## config.mk

```make
export PLATFORM = sky130hd
export DESIGN_NAME = fdc_hostif
export DESIGN_NICKNAME = d
export VERILOG_FILES = /design/src/rtl/fdc_hostif_pkg.sv /design/src/rtl/fdc_hostif_decode.sv /design/src/rtl/fdc_hostif_regs.sv /design/src/rtl/fdc_hostif_ctrl.sv /design/src/rtl/fdc_hostif.sv
export SDC_FILE = /design/constraint.sdc
export NUM_CORES = 1
export LEC_CHECK = 0
export BUFFER_PORTS_ARGS = -buffer_cell sky130_fd_sc_hd__buf_2
export CORE_ASPECT_RATIO = 0.8
export CORE_MARGIN = 5
export CORE_UTILIZATION = 53
export DETAILED_ROUTE_END_ITERATION = 10
export GPL_ROUTABILITY_DRIVEN = 0
export GPL_TIMING_DRIVEN = 0
export PLACE_DENSITY = 0.82
export SYNTH_ARGS = -nofsm -noshare
export SYNTH_HDL_FRONTEND = slang
export SYNTH_SLANG_ARGS = --single-unit
```

## constraint.sdc

```tcl
create_clock -name clk -period 2.5 [get_ports clk]
set_input_delay 0 -clock clk [delete_from_list [all_inputs] [get_ports clk]]
set_output_delay 0 -clock clk [all_outputs]
set_load 0.02 [all_outputs]
```

## src/rtl/fdc_hostif_pkg.sv

```systemverilog
package fdc_hostif_pkg;
  localparam int BYTE_W = 8;
  localparam int ADDR_W = 2;
  localparam int FLAG_W = 4;              // status bits 6..3
  localparam int COND_W = 3;              // event-armed interrupt conditions
  localparam int IMM_BIT = 3;             // immediate interrupt condition bit
  localparam logic [3:0] FI_OPCODE = 4'hD;

  typedef enum logic [ADDR_W-1:0] {
    SEL_STAT_CMD = 2'b00,
    SEL_TRACK    = 2'b01,
    SEL_SECTOR   = 2'b10,
    SEL_DATA     = 2'b11
  } reg_sel_e;

  function automatic logic is_force_irq(input logic [BYTE_W-1:0] b);
    return b[BYTE_W-1 -: 4] == FI_OPCODE;
  endfunction

  function automatic logic [BYTE_W-1:0] pack_status(
    input logic              not_ready,
    input logic [FLAG_W-1:0] flags,
    input logic              type1,
    input logic              trk0,
    input logic              idx,
    input logic              lost,
    input logic              drq,
    input logic              busy);
    logic lo2, lo1;
    lo2 = type1 ? trk0 : lost;
    lo1 = type1 ? idx  : drq;
    return {not_ready, flags, lo2, lo1, busy};
  endfunction
endpackage

```

## src/rtl/fdc_hostif_decode.sv

```systemverilog
module fdc_hostif_decode
  import fdc_hostif_pkg::*;
(
  input  logic              sel_i,
  input  logic              wr_i,
  input  logic [ADDR_W-1:0] addr_i,
  output logic              cmd_wr_o,
  output logic              stat_rd_o,
  output logic              trk_wr_o,
  output logic              sec_wr_o,
  output logic              dat_wr_o,
  output logic              dat_rd_o
);
  reg_sel_e rsel;
  logic     wr_stb, rd_stb;

  assign rsel   = reg_sel_e'(addr_i);
  assign wr_stb = sel_i && wr_i;
  assign rd_stb = sel_i && !wr_i;

  always_comb begin
    cmd_wr_o  = wr_stb && (rsel == SEL_STAT_CMD);
    stat_rd_o = rd_stb && (rsel == SEL_STAT_CMD);
    trk_wr_o  = wr_stb && (rsel == SEL_TRACK);
    sec_wr_o  = wr_stb && (rsel == SEL_SECTOR);
    dat_wr_o  = wr_stb && (rsel == SEL_DATA);
    dat_rd_o  = rd_stb && (rsel == SEL_DATA);
  end
endmodule

```

## src/rtl/fdc_hostif_regs.sv

```systemverilog
module fdc_hostif_regs
  import fdc_hostif_pkg::*;
(
  input  logic              clk,
  input  logic              rst_n,
  input  logic              busy_i,
  input  logic              clr_stat_i,
  input  logic              trk_wr_i,
  input  logic              sec_wr_i,
  input  logic              dat_wr_i,
  input  logic              dat_rd_i,
  input  logic [BYTE_W-1:0] wdata_i,
  input  logic              core_rx_i,
  input  logic [BYTE_W-1:0] core_rx_byte_i,
  input  logic              core_take_i,
  input  logic [BYTE_W-1:0] core_val_i,
  input  logic              core_trk_ld_i,
  input  logic              core_sec_ld_i,
  output logic [BYTE_W-1:0] trk_o,
  output logic [BYTE_W-1:0] sec_o,
  output logic [BYTE_W-1:0] dat_o,
  output logic              drq_o,
  output logic              lost_o
);
  logic [BYTE_W-1:0] trk_q, sec_q, dat_q;
  logic              drq_q, lost_q;
  logic              core_evt, host_dat_acc, overrun;

  // named events for assertions
  assign core_evt     = core_rx_i || core_take_i;
  assign host_dat_acc = dat_wr_i || dat_rd_i;
  assign overrun      = core_evt && drq_q && !host_dat_acc;

  always_ff @(posedge clk) begin
    if (!rst_n) begin
      trk_q <= '0;
      sec_q <= '0;
      dat_q <= '0;
    end else begin
      if (core_trk_ld_i)          trk_q <= core_val_i;
      else if (trk_wr_i && !busy_i) trk_q <= wdata_i;
      if (core_sec_ld_i)          sec_q <= core_val_i;
      else if (sec_wr_i && !busy_i) sec_q <= wdata_i;
      if (core_rx_i)              dat_q <= core_rx_byte_i;
      else if (dat_wr_i)          dat_q <= wdata_i;
    end
  end

  always_ff @(posedge clk) begin
    if (!rst_n) begin
      drq_q  <= 1'b0;
      lost_q <= 1'b0;
    end else if (clr_stat_i) begin
      drq_q  <= 1'b0;
      lost_q <= 1'b0;
    end else if (core_evt) begin
      drq_q <= 1'b1;
      if (overrun) lost_q <= 1'b1;
    end else if (host_dat_acc) begin
      drq_q <= 1'b0;
    end
  end

  assign trk_o  = trk_q;
  assign sec_o  = sec_q;
  assign dat_o  = dat_q;
  assign drq_o  = drq_q;
  assign lost_o = lost_q;

  assert_drq_set_R5: assert property (@(posedge clk) disable iff (!rst_n)
    (core_evt && !clr_stat_i) |=> drq_q);
  assert_drq_clear_R5: assert property (@(posedge clk) disable iff (!rst_n)
    (host_dat_acc && !core_evt && !clr_stat_i) |=> !drq_q);
  assert_lost_needs_drq_R6: assert property (@(posedge clk) disable iff (!rst_n)
    $rose(lost_q) |-> $past(drq_q));
  assert_trk_busy_hold_R12: assert property (@(posedge clk) disable iff (!rst_n)
    (busy_i && trk_wr_i && !core_trk_ld_i) |=> $stable(trk_q));
  assert_sec_busy_hold_R12: assert property (@(posedge clk) disable iff (!rst_n)
    (busy_i && sec_wr_i && !core_sec_ld_i) |=> $stable(sec_q));
endmodule

```

## src/rtl/fdc_hostif_ctrl.sv

```systemverilog
module fdc_hostif_ctrl
  import fdc_hostif_pkg::*;
(
  input  logic              clk,
  input  logic              rst_n,
  input  logic              cmd_wr_i,
  input  logic              stat_rd_i,
  input  logic [BYTE_W-1:0] wdata_i,
  input  logic              core_done_i,
  input  logic [FLAG_W-1:0] core_flags_i,
  input  logic              drv_index_i,
  input  logic              drv_ready_i,
  output logic              busy_o,
  output logic              type1_o,
  output logic [FLAG_W-1:0] flags_o,
  output logic              intrq_o,
  output logic [BYTE_W-1:0] cmd_o,
  output logic              start_o,
  output logic              term_o,
  output logic              clr_stat_o
);
  logic              busy_q, type1_q, intrq_q, imm_q, start_q, term_q;
  logic              idx_prev, rdy_prev;
  logic [FLAG_W-1:0] flags_q;
  logic [COND_W-1:0] arm_q;
  logic [BYTE_W-1:0] cmd_q;

  // named events
  logic fi_acc, nc_acc, cmd_load, idle_fi, done_acc;
  logic idx_rise, rdy_fall, rdy_rise, cond_hit;

  assign fi_acc   = cmd_wr_i && is_force_irq(wdata_i);
  assign nc_acc   = cmd_wr_i && !is_force_irq(wdata_i) && !busy_q;
  assign cmd_load = fi_acc || nc_acc;
  assign idle_fi  = fi_acc && !busy_q;
  assign done_acc = core_done_i && busy_q && !cmd_load;
  assign idx_rise = drv_index_i && !idx_prev;
  assign rdy_fall = !drv_ready_i && rdy_prev;
  assign rdy_rise = drv_ready_i && !rdy_prev;
  assign cond_hit = (arm_q[2] && idx_rise) || (arm_q[1] && rdy_fall) ||
                    (arm_q[0] && rdy_rise);
  assign clr_stat_o = nc_acc || idle_fi;

  always_ff @(posedge clk) begin
    if (!rst_n) begin
      busy_q   <= 1'b0;
      type1_q  <= 1'b1;
      flags_q  <= '0;
      intrq_q  <= 1'b0;
      imm_q    <= 1'b0;
      arm_q    <= '0;
      cmd_q    <= '0;
      start_q  <= 1'b0;
      term_q   <= 1'b0;
      idx_prev <= 1'b0;
      rdy_prev <= 1'b0;
    end else begin
      start_q  <= nc_acc;
      term_q   <= fi_acc && busy_q;
      idx_prev <= drv_index_i;
      rdy_prev <= drv_ready_i;

      if (cmd_load) begin
        cmd_q <= wdata_i;
        arm_q <= fi_acc ? wdata_i[COND_W-1:0] : '0;
        imm_q <= fi_acc && wdata_i[IMM_BIT];
      end

      if (fi_acc)        busy_q <= 1'b0;
      else if (nc_acc)   busy_q <= 1'b1;
      else if (done_acc) busy_q <= 1'b0;

      if (nc_acc)        type1_q <= !wdata_i[BYTE_W-1];
      else if (idle_fi)  type1_q <= 1'b1;

      if (clr_stat_o)    flags_q <= '0;
      else if (done_acc) flags_q <= core_flags_i;

      if (cmd_load)                  intrq_q <= fi_acc && wdata_i[IMM_BIT];
      else if (done_acc || cond_hit) intrq_q <= 1'b1;
      else if (stat_rd_i && !imm_q)  intrq_q <= 1'b0;
    end
  end

  assign busy_o  = busy_q;
  assign type1_o = type1_q;
  assign flags_o = flags_q;
  assign intrq_o = intrq_q;
  assign cmd_o   = cmd_q;
  assign start_o = start_q;
  assign term_o  = term_q;

  assert_start_busy_R3: assert property (@(posedge clk) disable iff (!rst_n)
    start_q |-> busy_q);
  assert_busy_reject_R4: assert property (@(posedge clk) disable iff (!rst_n)
    (cmd_wr_i && busy_q && !is_force_irq(wdata_i)) |=> (!start_q && $stable(cmd_q)));
  assert_done_irq_R7: assert property (@(posedge clk) disable iff (!rst_n)
    done_acc |=> (intrq_q && !busy_q));
  assert_read_clears_R7: assert property (@(posedge clk) disable iff (!rst_n)
    (stat_rd_i && !imm_q && !cmd_load && !done_acc && !cond_hit) |=> !intrq_q);
  assert_term_idle_R8: assert property (@(posedge clk) disable iff (!rst_n)
    term_q |-> !busy_q);
  assert_imm_hold_R10: assert property (@(posedge clk) disable iff (!rst_n)
    imm_q |-> intrq_q);
  assert_cond_irq_R11: assert property (@(posedge clk) disable iff (!rst_n)
    (cond_hit && !cmd_load) |=> intrq_q);
endmodule

```

## src/rtl/fdc_hostif.sv

```systemverilog
module fdc_hostif
  import fdc_hostif_pkg::*;
(
  input  logic              clk,
  input  logic              rst_n,
  input  logic              host_sel,
  input  logic              host_wr,
  input  logic [ADDR_W-1:0] host_addr,
  input  logic [BYTE_W-1:0] host_wdata,
  output logic [BYTE_W-1:0] host_rdata,
  output logic              drq,
  output logic              intrq,
  output logic              cmd_start,
  output logic [BYTE_W-1:0] cmd_code,
  output logic              force_term,
  input  logic              core_rx_valid,
  input  logic [BYTE_W-1:0] core_rx_byte,
  input  logic              core_tx_take,
  output logic [BYTE_W-1:0] data_byte,
  input  logic              core_done,
  input  logic [FLAG_W-1:0] core_flags,
  input  logic [BYTE_W-1:0] core_upd_val,
  input  logic              core_trk_load,
  input  logic              core_sec_load,
  output logic [BYTE_W-1:0] track_val,
  output logic [BYTE_W-1:0] sector_val,
  input  logic              drv_index,
  input  logic              drv_ready,
  input  logic              drv_track0
);
  logic cmd_wr, stat_rd, trk_wr, sec_wr, dat_wr, dat_rd;
  logic busy, type1, clr_stat, lost;
  logic [FLAG_W-1:0] flags;
  logic [BYTE_W-1:0] status;

  fdc_hostif_decode u_decode (
    .sel_i(host_sel), .wr_i(host_wr), .addr_i(host_addr),
    .cmd_wr_o(cmd_wr), .stat_rd_o(stat_rd), .trk_wr_o(trk_wr),
    .sec_wr_o(sec_wr), .dat_wr_o(dat_wr), .dat_rd_o(dat_rd)
  );

  fdc_hostif_ctrl u_ctrl (
    .clk(clk), .rst_n(rst_n), .cmd_wr_i(cmd_wr), .stat_rd_i(stat_rd),
    .wdata_i(host_wdata), .core_done_i(core_done), .core_flags_i(core_flags),
    .drv_index_i(drv_index), .drv_ready_i(drv_ready),
    .busy_o(busy), .type1_o(type1), .flags_o(flags), .intrq_o(intrq),
    .cmd_o(cmd_code), .start_o(cmd_start), .term_o(force_term),
    .clr_stat_o(clr_stat)
  );

  fdc_hostif_regs u_regs (
    .clk(clk), .rst_n(rst_n), .busy_i(busy), .clr_stat_i(clr_stat),
    .trk_wr_i(trk_wr), .sec_wr_i(sec_wr), .dat_wr_i(dat_wr), .dat_rd_i(dat_rd),
    .wdata_i(host_wdata), .core_rx_i(core_rx_valid), .core_rx_byte_i(core_rx_byte),
    .core_take_i(core_tx_take), .core_val_i(core_upd_val),
    .core_trk_ld_i(core_trk_load), .core_sec_ld_i(core_sec_load),
    .trk_o(track_val), .sec_o(sector_val), .dat_o(data_byte),
    .drq_o(drq), .lost_o(lost)
  );

  assign status = pack_status(!drv_ready, flags, type1, drv_track0, drv_index,
                              lost, drq, busy);

  always_comb begin
    unique case (reg_sel_e'(host_addr))
      SEL_STAT_CMD: host_rdata = status;
      SEL_TRACK:    host_rdata = track_val;
      SEL_SECTOR:   host_rdata = sector_val;
      default:      host_rdata = data_byte;
    endcase
  end
endmodule

```

==> results of run 1 <==
[synth_stat cells, types with 3 or more instances]
cell,count,share of area [%]
nor2_1,4,0.63
dfxtp_1,49,41
clkbuf_1,5,0.79
nor2b_1,5,1.3
mux2i_1,22,9.3
o211a_1,16,6.8
a21boi_0,8,2.5
and2_1,10,2.6
a21oi_1,6,1.3
mux4_2,3,2.9
o21ai_0,14,3.0
nand2_1,50,7.9
a22oi_1,4,1.3
buf_2,6,1.3
mux4_1,5,5.5
inv_1,4,0.63
[state kept, by name, summed over array words and instances, names as in the netlist, 3 cells and up]
register and flops:
u_ctrl.cmd_o 8, u_regs.dat_o 8, u_regs.sec_o 8, u_regs.trk_o 8
u_ctrl.flags_o 4, u_ctrl.arm_q 3
[power by group through the flow]
stage | clock, mW | combinational [mW] | sequential [mW]
after floorplan | 0 | 0.159 | 0.898
after global placement | 0 | 0.316 | 0.862
after detailed placement | 0 | 0.321 | 0.863
after CTS | 0.470 | 0.334 | 0.845
after global routing | 0.507 | 0.364 | 0.850
final | 0.466 | 0.336 | 0.846
[repair_timing]
| item | in CTS | in global routing |
|---|---|---|
| buffers inserted | 0 | 0 |
| resized for setup | 0 | 0 |
| endpoints found under the hold margin | 9 | 1 |
| hold buffers | 9 | 1 |
[cell usage in the layout, fill, tap and decap left out, types with 2 or more instances in the layout]
| cell | n |
|---|---|
| buf_2 | 87 |
| nand2_1 | 50 |
| dfxtp_1 | 49 |
| mux2i_1 | 22 |
| o211a_1 | 16 |
| o21ai_0 | 14 |
| and2_1 | 10 |
| dlygate4sd3_1 | 10 |
| a21boi_0 | 8 |
| clkbuf_1 | 6 |
| a21oi_1 | 6 |
| clkbuf_8 | 6 |
| mux4_1 | 5 |
| nor2b_1 | 5 |
| inv_1 | 4 |
| a22oi_1 | 4 |
| nor2_1 | 4 |
| mux4_2 | 3 |
| buf_6 | 2 |
| mux2_2 | 2 |
| a31o_2 | 2 |
| nor3_1 | 2 |
| o211ai_1 | 2 |
[routing by layer]
metal | vias to the layer above | GRT usage (%) | share of wire (%)
li1 | 1058 | - | -
met1 | 1059 | 31.2 | 44
met2 | 132 | 34.5 | 44
met3 | 7 | 8.08 | 12
met4 | 0 | 3.87 | 0.94
met5 | - | 0 | 0
[per-stage QoR]
| step | power (mW) | setup slack, ns | cells | hold WS [ns] |
|---|---|---|---|---|
| floorplan | 1.06 | 1.15 | 241 | 0.0903 |
| global placement | 1.18 | 1.02 | 379 | 0.244 |
| detailed placement | 1.18 | 1.01 | 379 | 0.245 |
| CTS | 1.65 | 0.818 | 395 | 0.00512 |
| global route | 1.72 | 0.772 | 396 | 0.00334 |
| finish | 1.65 | 0.808 | 396 | 0.00647 |
[worst paths after layout]
check | from | endpoint | cells after the start
worst min register to register | u_ctrl.cmd_o[2]$_SDFFE_PN0N_ | u_ctrl.cmd_o[2]$_SDFFE_PN0N_ | 2
worst max-delay path | u_ctrl.type1_o$_SDFFE_PN1P_ | host_rdata[1] | 3
worst max register to register | u_ctrl.busy_o$_SDFFE_PP0P_ | u_regs.trk_o[6]$_SDFFE_PN0P_ | 6
worst min-delay path | host_wdata[1] | u_ctrl.cmd_o[1]$_SDFFE_PN0N_ | 3
[critical path, cell delays in order (launching register included)]
cell and delay [ns]:
dfxtp_1 0.37, mux2_2 0.37, mux4_2 0.48, buf_2 0.18
[area by class of cell]
| class | count | area (µm²) | area share [%] |
|---|---|---|---|
| tap | 57 | 71.3 | 2.35 |
| clock buffer | 7 | 86.3 | 2.85 |
| sequential | 49 | 981 | 32.4 |
| inverter | 4 | 15.0 | 0.495 |
| multi-input combinational | 172 | 1280 | 42.2 |
| buffer | 16 | 92.6 | 3.06 |
| timing repair buffer | 91 | 505 | 16.7 |
[kinds of logic (layout without fill, tap and decap cells)]
logic type      count (synthesis)  in the layout  share of synthesized area [%]
compound gates                 59             59                           18.6
simple gates                   81             81                           16.8
mux                            32             32                           18.7
flops                          49             49                           41.4
buf+inv                        20            118                           4.55
==> results.cfg, run 1 <==
[run_status]
status = completed

[logic_synthesis]
syn_inst = 241
syn_avg_cell_area_um2 = 9.82
synth_seq_cells = 49
ys_seq_area_share_pct = 41.4
synthFlopType = dfxtp_1
ys_warn_count = 0
synth_nets = 283
synth.cell_area_um2 = 2370
async_reset_ff_share_pct = 0
yosysUniqueCellTypes = 41
synth_edf_count = 0

[placed_design]
postPlaceCellArea_um2 = 2840
hpwl_um = 5050
port_buffers = 81

[global_route]
antenna_found_initial = 0
grt_pass1_wl_um = 10700
overflow = 0
grt_max_degree = 14
grt_pass1_vias = 2171
grtUsageTotal_pct = 22.6

[sta]
period_share_pct = 67.7
timing_hold_violations_final = 0
fmax_mhz = 591
finalSetupViolCount = 0
tightestPinTransition_ns = 0.493
period_needed_ns = 1.69
rsz0062_at_grt = false
skew_ns = 0.00514
tns_ns = 0
report.final.slew_viol_count = 0
max_slew_margin_pct = 66.9

[detailed_routing]
drtPass1Iterations = 5
drt_iter0_markers = 174
wl_per_cell_um = 16.9
final_antenna_net_count = 0
vias = 2256
vias_per_cell = 5.70
routed_wl_um = 6710
drc_errors = 0

[clock_network]
root_buffer = clkbuf_8
cts_buffers = 5
cts.sinks = 49
h-tree-depth = 2
cts_tree = yes
clk_pin_slew_ns = 0.09
cts.path.max_buffers = 2
insertion_delay_ns = 0.29

[floorplan]
die_y_um = 69.8
ios = 86
start_util_pct = 55.6
die_area_um2 = 5910
die_w_um = 84.7
placementRows = 21
coreArea_um2 = 4260

[power]
powerDensity_nw_per_um2 = 544
power_frac_clock_pct = 28.3
seq_power_share_pct = 51.3
p_int_mw = 1.18
netSwitchingPower_uw = 464
p_leak_nw = 1.59
peakVddDrop_mv = 0.342
p_sw_share_pct = 28.2
p_comb_share_pct = 20.4

[layout]
antennaDiodeCount = 0
syn_to_final_growth_pct = 28.0
n_fill_cell = 332
finalInstanceArea_um2 = 3030
final_core_util_pct = 71.2
layout-drive-gt1-share_pct = 32.7
finalNetCount = 381

[hold_path]
hp-class = in -> reg

[critical_path]
critical_path_class = reg -> out
crit_path_start_kind = register
cp_max_fo = 3
worstPathArrival_ns = 1.69
cp-end-kind = primary output
reg2reg_setup_slack_ns = 0.94
crit_required_ns = 2.50

[job]
cap_violations = 0
No activity file was read; power rests on OpenSTA's default activity.
==> run 2, diff against run 1 <==
--- a/config.mk
+++ b/config.mk
@@ -5,14 +5,15 @@
 export SDC_FILE = /design/constraint.sdc
 export NUM_CORES = 1
 export LEC_CHECK = 0
+export ABC_AREA = 1
 export BUFFER_PORTS_ARGS = -buffer_cell sky130_fd_sc_hd__buf_2
 export CORE_ASPECT_RATIO = 0.8
 export CORE_MARGIN = 5
-export CORE_UTILIZATION = 53
+export CORE_UTILIZATION = 49
 export DETAILED_ROUTE_END_ITERATION = 10
 export GPL_ROUTABILITY_DRIVEN = 0
 export GPL_TIMING_DRIVEN = 0
-export PLACE_DENSITY = 0.82
+export PLACE_DENSITY = 0.77
 export SYNTH_ARGS = -nofsm -noshare
 export SYNTH_HDL_FRONTEND = slang
 export SYNTH_SLANG_ARGS = --single-unit
==> constraint.sdc (replaced) <==
create_clock -name clk -period 1.6 [get_ports clk]
set_input_delay 0 -clock clk [delete_from_list [all_inputs] [get_ports clk]]
set_output_delay 0 -clock clk [all_outputs]
set_load 0.02 [all_outputs]
==> run 2 against run 1 <==
The run now ends with hold timing left. Power rose by 61%. Synthesized area shrank 3.1%. Clock power grew 61%. Final cell count increased by 26%. Via count up 15%. Synthesized cell count up 35%. Critical path type is now in -> reg. Highest routed layer unchanged.
==> results.cfg, run 2 <==
[run_status]
status = finished with violations
violations = hold timing

[detailed_routing]
vias = 2605
wl_per_cell_um = 15.1
drt_iter0_markers = 188
vias_per_cell = 5.23
final_antenna_net_count = 0
drtPass1Iterations = 5
drc_errors = 0
routed_wl_um = 7500

[logic_synthesis]
synth_common_cells = 92 x nand2_1, 49 x dfxtp_1, 40 x o21ai_0
syn_avg_cell_area_um2 = 7.06
post-synth-top-area-cell = dfxtp_1
synth_seq_cells = 49
yosysMostFrequentCell = nand2_1
ys_seq_area_share_pct = 42.7
synth_area_leaders = dfxtp_1 43%, nand2_1 15%, o21ai_0 8.7%
syn_inst = 325
synth.cell_area_um2 = 2290
ys_warn_count = 0
yosys.area.top_type_share_pct = 42.7
synth_nets = 367
synth_edf_count = 0
synthFlopType = dfxtp_1
yosysUniqueCellTypes = 30
async_reset_ff_share_pct = 0

[sta]
tns_ns = 0
max_slew_margin_pct = 71.0
rsz0062_at_grt = false
period_share_pct = 89.7
holdWs_ns = -0.00378
fmax_mhz = 697
report.final.slew_viol_count = 0
tightestPinTransition_ns = 0.435
worst_slack_ns = 0.165
finalSetupViolCount = 0
period_needed_ns = 1.44
skew_ns = 0.00431
timing_hold_violations_final = 1

[critical_path]
crit_path_start_kind = input pin
worstPathArrival_ns = 1.64
critical_path_class = in -> reg
r2r-end = u_ctrl.intrq_o$_SDFFE_PN0P_
reg2reg_setup_slack_ns = 0.40
critical_path.endpoint = u_ctrl.intrq_o$_SDFFE_PN0P_
startpoint = host_wdata[5]
cp_max_fo = 10
r2r_cells = 6
rr_startpoint = u_ctrl.busy_o$_SDFFE_PP0P_
cp-end-kind = register
crit_required_ns = 1.81

[layout]
multiInputGateArea_um2 = 1140
layout_commonest_cell = nand2_1
final_cell_mix = 92 x nand2_1, 83 x buf_2, 49 x dfxtp_1, 40 x o21ai_0, 33 x nor2_1
finalInstanceArea_um2 = 3110
syn_to_final_growth_pct = 35.4
layout.cells.non_filler = 498
antennaDiodeCount = 0
ff_latch_area_um2 = 981
n_fill_cell = 432
final_core_util_pct = 68.0
finalNetCount = 480
layout-drive-gt1-share_pct = 25.3

[power]
peakVddDrop_mv = 0.575
total_power_mw = 2.65
powerDensity_nw_per_um2 = 852
p_leak_nw = 1.51

[clock_network]
cts_tree = yes
h-tree-depth = 2
clk_pin_slew_ns = 0.09
cts.path.max_buffers = 2
insertion_delay_ns = 0.30
root_buffer = clkbuf_8
cts_buffers = 5
cts.sinks = 49

[placed_design]
place_ws_ns = 0.436
postPlaceCellArea_um2 = 2780
hpwl_um = 5640
port_buffers = 82
dp_cells = 467

[global_route]
antenna_found_initial = 0
grt_pass1_vias = 2382
grt_pass1_wl_um = 11700
grtUsageTotal_pct = 23.9
overflow = 0
grt_max_degree = 14

[floorplan]
placementRows = 22
die_area_um2 = 6160
die_w_um = 86.5
die_y_um = 71.2
coreArea_um2 = 4570
start_util_pct = 50.2
ios = 86

[hold_path]
hp-class = in -> reg

[job]
cap_violations = 0
## run 2: cell count changes in the layout (fill, tap and decap cells not counted), moves of 8 or more
| cell | previous run | this run |
|---|---|---|
| a21boi_0 | 8 | 0 |
| a31oi_1 | 1 | 12 |
| mux2i_1 | 22 | 0 |
| a21oi_1 | 6 | 23 |
| nand2_1 | 50 | 92 |
| inv_1 | 4 | 22 |
| o211a_1 | 16 | 0 |
| nor2_1 | 4 | 33 |
| dlygate4sd3_1 | 10 | 24 |
| and2_1 | 10 | 1 |
| o21ai_0 | 14 | 40 |
## run 2: worst min-delay path by stage
stage                     slack (ns)                            to     startpoint  depth (start not counted)
after global routing            0.02  u_ctrl.cmd_o[6]$_SDFFE_PN0N_  host_wdata[6]                          3
after global placement          0.23    u_ctrl.idx_prev$_SDFF_PN0_      drv_index                          3
final                         -0.004  u_regs.trk_o[4]$_SDFFE_PN0P_  host_wdata[4]                          3
after CTS                      0.003  u_regs.trk_o[4]$_SDFFE_PN0P_  host_wdata[4]                          3
after detailed placement        0.24    u_ctrl.idx_prev$_SDFF_PN0_      drv_index                          3
after floorplan                 0.09    u_ctrl.idx_prev$_SDFF_PN0_      drv_index                          2
## run 2: report_power, final
| part | leakage, nW | internal (mW) | total [mW] | switching (mW) |
|---|---|---|---|---|
| clock network | 0.0443 | 0.344 | 0.749 | 0.405 |
| logic | 1.06 | 0.214 | 0.564 | 0.351 |
| registers | 0.403 | 1.29 | 1.33 | 0.0497 |
## run 2: kinds of logic (layout without fill, tap and decap cells)
kind of cell	after synthesis	count (layout)	synth area share (%)
flip-flops	49	49	42.7
AND/OR/NAND/NOR	151	151	28.7
AO/OA/AOI/OAI	86	86	20.8
buffers and inverters	39	152	7.69
## run 2: cell type report
cell class                      count  share of cell area (%)
Inverter                           29                    3.58
Multi-Input combinational cell    237                    36.6
Clock buffer                        7                    2.78
Buffer                             10                    2.09
Sequential cell                    49                    31.6
Timing Repair Buffer              106                    20.9
Tap cell                           60                    2.42
## run 2: repair_timing
item | CTS | global route
gates resized for setup | 0 | 0
hold endpoints to repair | 21 | 0
hold buffers | 24 | 0
buffers inserted | 0 | 0
## run 2: routing by layer
layer	part of all wire, %	track usage (%)	wire length, µm
met1	46	34.2	3440
met2	43	37.4	3250
met3	8.6	4.02	646
met4	2.1	6.40	157
met5	0	0	0
## run 2: worst max-delay path, cell delays in order
cell and delay (ns):
dlygate4sd3_1 0.55, buf_2 0.13, inv_1 0.14, nand2_1 0.13
nor2_4 0.15, nand2_4 0.09, nand2_4 0.14, inv_1 0.11
a21oi_1 0.15, nor2_1 0.05
==> run 3, diff against run 2 <==
--- a/config.mk
+++ b/config.mk
@@ -9,11 +9,13 @@
 export BUFFER_PORTS_ARGS = -buffer_cell sky130_fd_sc_hd__buf_2
 export CORE_ASPECT_RATIO = 0.8
 export CORE_MARGIN = 5
-export CORE_UTILIZATION = 49
+export CORE_UTILIZATION = 51
+export CTS_BUF_LIST = sky130_fd_sc_hd__clkbuf_2 sky130_fd_sc_hd__clkbuf_4 sky130_fd_sc_hd__clkbuf_8
 export DETAILED_ROUTE_END_ITERATION = 10
 export GPL_ROUTABILITY_DRIVEN = 0
 export GPL_TIMING_DRIVEN = 0
-export PLACE_DENSITY = 0.77
+export PLACE_DENSITY = 0.79
+export SETUP_SLACK_MARGIN = 0.1
 export SYNTH_ARGS = -nofsm -noshare
 export SYNTH_HDL_FRONTEND = slang
 export SYNTH_SLANG_ARGS = --single-unit
==> run 3 against run 2 <==
The run now ends clean. Design area is 0.32% higher. Flip-flop and latch count stayed put. Wire length is 3.1% lower. Power is 6.2% higher. Non-clock buffer count is 2 lower. Final cell count is 0.80% lower. Core utilization is 5.2 points higher. Sequential share of layout area is 0.10 points lower. Combinational power is 1% lower. Via count stayed put. Worst setup slack better by 0.058 ns. Largest cell class unchanged.
==> results.cfg, run 3 (synthesis results as in run 2) <==
[run_status]
status = completed

[clock_network]
insertion_delay_ns = 0.30
cts.sinks = 49
cts_buffers = 5
cts_setup_buffers = 0
cts.path.max_buffers = 2
cts_tree = yes
root_buffer = clkbuf_8
h-tree-depth = 2
clk_pin_slew_ns = 0.09

[detailed_routing]
drc_errors = 0
wl_per_cell_um = 14.7
drt_iter0_markers = 221
vias = 2605
routed_wl_um = 7260
final_antenna_net_count = 0
drtPass1Iterations = 4
vias_per_cell = 5.27

[floorplan]
ios = 86
start_util_pct = 53.9
coreArea_um2 = 4260
placementRows = 21
die_w_um = 85.0
die_area_um2 = 5950
die_y_um = 70.0

[power]
p_sw_share_pct = 28.1
p_int_mw = 2.02
seq_power_share_pct = 47.5
p_comb_share_pct = 19.8
peakVddDrop_mv = 0.517
total_power_mw = 2.81
powerDensity_nw_per_um2 = 902
netSwitchingPower_uw = 789
power_frac_clock_pct = 32.7
p_leak_nw = 1.52

[critical_path]
cp_top_family = buffers and inverters
crit_required_ns = 1.82
rr_startpoint = u_ctrl.busy_o$_SDFFE_PP0P_
critPathMostFrequentCell = nand2_4
startpoint = host_wdata[5]
crit_chain = dlygate4sd3_1 -> buf_2 -> inv_2 -> nand2_1 -> nor2_4 -> nand2_4 -> nand2_4 -> buf_8 -> o21ai_1 -> a21oi_1
slowest_stage = dlygate4sd3_1
worstPathArrival_ns = 1.60
crit_buf_inv = 4
cp-end-kind = register
cp_max_fo = 10
critical_path_class = in -> reg
crit_path_start_kind = input pin
slowest_delay_ns = 0.53

[sta]
report.final.slew_viol_count = 0
skew_ns = 0.00945
fmax_mhz = 726
rsz0062_at_grt = false
tightestPinTransition_ns = 0.390
timing_hold_violations_final = 0
max_slew_margin_pct = 74.0
finalSetupViolCount = 0
period_needed_ns = 1.38
period_share_pct = 86.1
tns_ns = 0

[global_route]
overflow = 0
grt_pass1_vias = 2486
grt_pass1_wl_um = 11800
antenna_found_initial = 0
grt_max_degree = 15
grtUsageTotal_pct = 24.8

[layout]
layout.cells.non_filler = 494
layout_commonest_cell = nand2_1
layout-drive-gt1-share_pct = 26.1
multiInputGateArea_um2 = 1140
ff_latch_area_um2 = 981
syn_to_final_growth_pct = 35.8
final_cell_mix = 92 x nand2_1, 83 x buf_2, 49 x dfxtp_1, 40 x o21ai_0, 33 x nor2_1
antennaDiodeCount = 0
n_fill_cell = 368
finalNetCount = 478

[placed_design]
port_buffers = 82
hpwl_um = 5540
dp_cells = 464

[hold_path]
hp-start = core_rx_valid
hp-class = in -> reg

[job]
cap_violations = 0
-- run 3: cell type report --
cell class	instances	share of cell area, %
multi-input combinational	237	36.5
sequential	49	31.5
timing repair buffer	104	20.2
inverter	29	3.57
clock buffer	7	2.89
tap	57	2.29
buffer	10	2.09
clock inverter	1	0.963
-- run 3: power by group through the flow --
stage               Combinational (mW)  Clock (mW)  Sequential, mW
floorplan                        0.240           0            1.42
global placement                 0.501           0            1.36
detailed placement               0.507           0            1.36
CTS                              0.550       0.925            1.33
global route                     0.611       0.976            1.34
finish                           0.556       0.920            1.34
-- run 3: metrics by stage --
stage / hold WS (ns) / instance area [µm²] / utilization (%) / worst slack, ns
final: 0.00790 / 3120 / 73.2 / 0.223
after detailed placement: 0.246 / 2780 / 65.2 / 0.416
after CTS: 0.00228 / 3120 / 73.2 / 0.190
after global placement: 0.243 / 2780 / 65.2 / 0.424
after floorplan: 0.0935 / 2290 / - / 0.574
after global routing: 0.00785 / 3120 / 73.2 / 0.120
-- run 3: per-layer routing --
layer  part of all wire (%)  GRT usage (%)
met1                     44           34.0
met2                     43           38.0
met3                     11           6.23
met4                    2.2           8.08
met5                      0              0
-- run 3: path summary, 6_finish.rpt --
| kind | end | slack (ns) | cells after the start |
|---|---|---|---|
| setup reg to reg | u_ctrl.cmd_o[6]$_SDFFE_PN0N_ | 0.39 | 6 |
| setup / recovery | u_ctrl.cmd_o[6]$_SDFFE_PN0N_ | 0.22 | 10 |
| hold reg to reg | u_ctrl.arm_q[1]$_SDFFE_PN0N_ | 0.47 | 2 |
| hold / removal | u_regs.dat_o[7]$_SDFFE_PN0P_ | 0.008 | 3 |
-- run 3: tightest hold or removal path: stages --
cell,delay (ns)
buf_2,0.13
nand2_1,0.06
a31oi_1,0.07
-- run 3: repair_timing --
| item | in CTS | in global routing |
|---|---|---|
| endpoints found under the hold margin | 19 | 0 |
| gates resized for setup | 0 | 1 |
| hold buffers | 22 | 0 |
| setup endpoints to repair | 0 | 3 |
